==> config.mk <==
export PLATFORM = sky130hd
export DESIGN_NAME = frac_baud_gen
export DESIGN_NICKNAME = d
export VERILOG_FILES = /design/src/rtl/frac_baud_pkg.sv /design/src/rtl/baud_prescaler.sv /design/src/rtl/baud_frac_stage.sv /design/src/rtl/baud_bit_stage.sv /design/src/rtl/frac_baud_gen.sv
export SDC_FILE = /design/constraint.sdc
export NUM_CORES = 1
export LEC_CHECK = 0
export BUFFER_PORTS_ARGS = -buffer_cell sky130_fd_sc_hd__buf_2
export CAP_MARGIN = 20
export CORE_UTILIZATION = 41
export DETAILED_ROUTE_END_ITERATION = 10
export PLACE_DENSITY_LB_ADDON = 0.3
export SLEW_MARGIN = 20
export SYNTH_ARGS = -nofsm -noshare
export SYNTH_HDL_FRONTEND = slang
export SYNTH_SLANG_ARGS = --single-unit
==> constraint.sdc <==
create_clock -name clk -period 4.4 [get_ports clk]
set_clock_uncertainty 0.05 [all_clocks]
set_input_delay 0.22 -clock clk [delete_from_list [all_inputs] [get_ports clk]]
set_output_delay 0.22 -clock clk [all_outputs]
set_load 0.02 [all_outputs]
==> src/rtl/frac_baud_pkg.sv <==
package frac_baud_pkg;
   parameter int unsigned FBG_DIV_W   = 16;
   parameter int unsigned FBG_MULT_W  = 2;
   parameter int unsigned FBG_FRAC_W  = 11;
   parameter int unsigned FBG_OVERSMP = 16;

   // Map a zero multiplier to one; other values pass through.
   function automatic logic [FBG_MULT_W-1:0] mult_floor(input logic [FBG_MULT_W-1:0] m);
      return (m == '0) ? FBG_MULT_W'(1) : m;
   endfunction
endpackage

==> src/rtl/baud_prescaler.sv <==
module baud_prescaler #(
   parameter int unsigned DIV_W = 16,
   localparam int unsigned PRE_W = DIV_W + 2
) (
   input  logic             clk,
   input  logic             rst,
   input  logic [DIV_W-1:0] div,
   output logic [PRE_W-1:0] cnt,
   output logic [PRE_W-1:0] limit,
   output logic             unit_pulse
);
   logic div_zero;

   assign div_zero   = (div == '0);
   // 2 x D, with a zero field standing for 2^DIV_W
   assign limit      = {div_zero, div, 1'b0};
   assign unit_pulse = (cnt >= limit - PRE_W'(1));

   always_ff @(posedge clk) begin
      if (rst)             cnt <= '0;
      else if (unit_pulse) cnt <= '0;
      else                 cnt <= cnt + PRE_W'(1);
   end
endmodule

==> src/rtl/baud_frac_stage.sv <==
module baud_frac_stage
   import frac_baud_pkg::*;
#(
   parameter int unsigned MULT_W = 2,
   parameter int unsigned FRAC_W = 11,
   localparam int unsigned UNIT_W = MULT_W + 1
) (
   input  logic              clk,
   input  logic              rst,
   input  logic              unit_pulse,
   input  logic [MULT_W-1:0] mult,
   input  logic [FRAC_W-1:0] frac,
   output logic              samp_evt,
   output logic [FRAC_W-1:0] acc
);
   logic [FRAC_W:0]   sum;
   logic [UNIT_W-1:0] target;
   logic [UNIT_W-1:0] unit_cnt;
   logic [MULT_W-1:0] m_eff;

   assign m_eff    = (mult == '0) ? MULT_W'(1) : mult;
   assign sum      = {1'b0, acc} + {1'b0, frac};
   assign target   = UNIT_W'(m_eff) + UNIT_W'(sum[FRAC_W]);
   assign samp_evt = unit_pulse && (unit_cnt >= target - UNIT_W'(1));

   always_ff @(posedge clk) begin
      if (rst) begin
         unit_cnt <= '0;
         acc      <= '0;
      end else if (unit_pulse) begin
         if (samp_evt) begin
            unit_cnt <= '0;
            acc      <= sum[FRAC_W-1:0];
         end else begin
            unit_cnt <= unit_cnt + UNIT_W'(1);
         end
      end
   end
endmodule

==> src/rtl/baud_bit_stage.sv <==
module baud_bit_stage #(
   parameter int unsigned OVERSAMPLE = 16,
   localparam int unsigned CW = (OVERSAMPLE > 1) ? $clog2(OVERSAMPLE) : 1
) (
   input  logic clk,
   input  logic rst,
   input  logic samp_evt,
   output logic bit_evt
);
   logic [CW-1:0] cnt;
   logic          last;

   generate
      if ((OVERSAMPLE & (OVERSAMPLE - 1)) == 0) begin : g_pow2
         assign last = &cnt;
         always_ff @(posedge clk) begin
            if (rst)           cnt <= '0;
            else if (samp_evt) cnt <= cnt + CW'(1);
         end
      end else begin : g_mod
         assign last = (cnt == CW'(OVERSAMPLE - 1));
         always_ff @(posedge clk) begin
            if (rst)           cnt <= '0;
            else if (samp_evt) cnt <= last ? '0 : cnt + CW'(1);
         end
      end
   endgenerate

   assign bit_evt = samp_evt && last;
endmodule

==> src/rtl/frac_baud_gen.sv <==
module frac_baud_gen
   import frac_baud_pkg::*;
#(
   parameter int unsigned DIV_W      = FBG_DIV_W,
   parameter int unsigned MULT_W     = FBG_MULT_W,
   parameter int unsigned FRAC_W     = FBG_FRAC_W,
   parameter int unsigned OVERSAMPLE = FBG_OVERSMP,
   localparam int unsigned PRE_W     = DIV_W + 2
) (
   input  logic              clk,
   input  logic              rst,
   input  logic [DIV_W-1:0]  div_i,
   input  logic [MULT_W-1:0] mult_i,
   input  logic [FRAC_W-1:0] frac_i,
   output logic              sample_tick,
   output logic              bit_tick
);
   generate
      if (DIV_W < 1 || DIV_W > 30) begin : g_bad_div
         $error("frac_baud_gen: DIV_W out of range");
      end
      if (MULT_W < 1) begin : g_bad_mult
         $error("frac_baud_gen: MULT_W must be at least 1");
      end
      if (FRAC_W < 1) begin : g_bad_frac
         $error("frac_baud_gen: FRAC_W must be at least 1");
      end
      if (OVERSAMPLE < 2) begin : g_bad_os
         $error("frac_baud_gen: OVERSAMPLE must be at least 2");
      end
   endgenerate

   logic [PRE_W-1:0]  pre_cnt;
   logic [PRE_W-1:0]  pre_limit;
   logic              unit_pulse;
   logic              samp_evt;
   logic              bit_evt;
   logic [FRAC_W-1:0] frac_acc;

   baud_prescaler #(.DIV_W(DIV_W)) u_pre (
      .clk        (clk),
      .rst        (rst),
      .div        (div_i),
      .cnt        (pre_cnt),
      .limit      (pre_limit),
      .unit_pulse (unit_pulse)
   );

   baud_frac_stage #(.MULT_W(MULT_W), .FRAC_W(FRAC_W)) u_frac (
      .clk        (clk),
      .rst        (rst),
      .unit_pulse (unit_pulse),
      .mult       (mult_i),
      .frac       (frac_i),
      .samp_evt   (samp_evt),
      .acc        (frac_acc)
   );

   baud_bit_stage #(.OVERSAMPLE(OVERSAMPLE)) u_bit (
      .clk      (clk),
      .rst      (rst),
      .samp_evt (samp_evt),
      .bit_evt  (bit_evt)
   );

   always_ff @(posedge clk) begin
      if (rst) begin
         sample_tick <= 1'b0;
         bit_tick    <= 1'b0;
      end else begin
         sample_tick <= samp_evt;
         bit_tick    <= bit_evt;
      end
   end
endmodule

==> flow_summary.json <==
{
  "worstPathMaxFanout": 15,
  "dp_hpwl_microns": 4080,
  "cp_slowest_cell": "ha_1",
  "setup_viol": 0,
  "dieHeight_microns": 82.7,
  "synth_xor_xnor_area_share": 0.121,
  "syn_nets": 394,
  "grt_pass1_wl_microns": 8980,
  "clock-sinks": 38,
  "start_kind": "flip-flop",
  "yosys_warnings": 0,
  "routed_wl_microns": 5410,
  "die_x_microns": 82.7,
  "synth_compound_area_frac": 0.164,
  "htreeDepth": 2,
  "wl_per_cell_microns": 12.4,
  "final_layout_size_suffix_gt1_frac": 0.134,
  "dp_slack_ns": 0.951,
  "hold_path_class": "in2reg",
  "root_buffer": "clkbuf_8",
  "final_cells": 436,
  "p_total_mw": 0.797,
  "utilization": 0.483,
  "rsz0062_at_grt": "no",
  "grt_max_degree": 24,
  "clock_latency_ns": 0.29,
  "die_area_sq_um": 6840,
  "ys_seq_elements": 38,
  "slew_headroom": 0.523,
  "syn_area_per_cell_sq_um": 8.22,
  "cp.arrival_ns": 3.55,
  "start_util": 0.423,
  "p_leak_nw": 1.26,
  "worstMarginPinSlew_ns": 0.716,
  "area_growth_pct": 14.1,
  "first_pass_iters": 4,
  "max_stage_delay_ns": 0.35,
  "ys.flop_type": "dfxtp_1",
  "grt_use_met1": 0.208,
  "fp-row-count": 29,
  "synthTopCellsByArea": "dfxtp_1, ha_1, xnor2_1",
  "core_area_sq_um": 6310,
  "synth.most_common_cell": "nor2_1",
  "cts_resized": 0,
  "yosysTopAreaCellShare": 0.285,
  "status": "finished clean",
  "ant_nets": 0,
  "final.setup.tns_ns": 0,
  "finish.net_count": 427,
  "setup_ws_ns": 0.985,
  "cts_tree": "built",
  "finalHoldWorstSlack_ns": 0.295,
  "period_needed_ns": 3.41,
  "synthCells": 325,
  "top_level_ports": 33,
  "slew_viol_final": 0,
  "path_cells": "ha_1, nand3_1, o211ai_1, o221ai_1, o21bai_1, a21oi_1, ha_1, ha_1, ha_1, a21o_1, a21o_1, nand3_1, mux2_2",
  "ir_drop_v": 0.000154,
  "gr-usage-all-layers": 0.172,
  "ys_async_sr_fraction": 0,
  "busiest_layer": "met2",
  "diodes": 0,
  "grtUsageMet2": 0.305,
  "clkTransAtPathRegs_ns": 0.08,
  "ys_types": 42,
  "cp.buffers_inverters": 0,
  "fmax_mhz": 293,
  "crit_family": "compound AO/OA/AOI/OAI gates",
  "grt_pass1_vias": 2151,
  "yosys.area_share.simple": 0.210,
  "cp.required_ns": 4.54,
  "placedInstanceArea_sq_um": 2910,
  "crit_type": "reg2reg",
  "critPathCaptureType": "flip-flop",
  "hold_buffers": 0,
  "viasPerCell": 5.40,
  "synth_edf_count": 0,
  "period_share": 0.776,
  "reg2reg_depth": 13,
  "seq_area_frac_synth": 0.285,
  "synthMuxAreaShare": 0.00422,
  "antenna_found_initial": 0,
  "use_met3": 0.0319,
  "synth_top_family_by_area": "simple AND/OR/NAND/NOR gates",
  "postCtsSetupBuffers": 0,
  "hold_depth": 2,
  "path_depth": 13,
  "synthTopCellsByCount": "nor2_1, dfxtp_1, ha_1",
  "synth_fa_ha_area_frac": 0.181,
  "p_per_area_nw_per_um2": 261,
  "final_area_sq_um": 3050,
  "via_count": 2354,
  "finalHoldViolCount": 0,
  "crit_top_cell": "ha_1",
  "placed_cells": 428,
  "syn_area_sq_um": 2670,
  "drcViolationCount": 0,
  "drt_iter0_drc": 48,
  "clockBufferDepth": 2,
  "cts_buffers": 5,
  "max_cap_viol_count": 0,
  "gr-total-overflow": 0,
  "gp_congestion": 0.793,
  "numPortBuffers": 32,
  "yosys.area.top_type": "dfxtp_1"
}
-- routing by layer --
metal  share of wire  routed length, microns
met1            0.48                    2600
met2            0.47                    2560
met3           0.034                     182
met4           0.012                      66
met5               0                       0
-- worst paths after layout --
check	slack, ns	from	to
setup / recovery	0.99	u_frac.acc[3]	u_bit.cnt[2]
hold / removal	0.30	rst	sample_tick
setup reg to reg	0.99	u_frac.acc[3]	u_bit.cnt[2]
hold reg to reg	0.43	u_bit.cnt[3]	bit_tick
-- state kept, by name, indices dropped and copies added, names as in the netlist --
register         cells
u_pre.cnt           18
bit_tick             1
u_frac.acc          11
sample_tick          1
u_frac.unit_cnt      3
u_bit.cnt            4
-- logic make-up after synthesis --
kind of cell | count (synthesis)
fa+ha+maj | 38
xor+xnor | 37
other cells | 1
buf+inv | 23
compound gates | 72
flops | 38
simple gates | 115
mux | 1
-- cell type report --
class	count	area [sq um]
fillers	639	3270
multi-input cells	264	1820
flip-flops and latches	38	761
repair buffers	34	175
well taps	77	96.3
clock buffers	5	68.8
clock inverters	3	68.8
inverters	15	56.3
-- placed cells by master, fill, tap and decap left out, types with 15 or more instances in the layout --
cell type  instances
a21oi_1           27
xnor2_1           23
ha_1              37
nand2_1           17
nand3_1           24
nor2_1            39
buf_2             32
inv_1             15
dfxtp_1           38
o21ai_0           20
-- power by group --
group	switching, mW	internal [mW]	leakage (nW)
registers	0.00311	0.346	0.307
clock network	0.130	0.227	0.0683
logic	0.0522	0.0382	0.887
No activity file was read; power rests on OpenSTA's default activity.
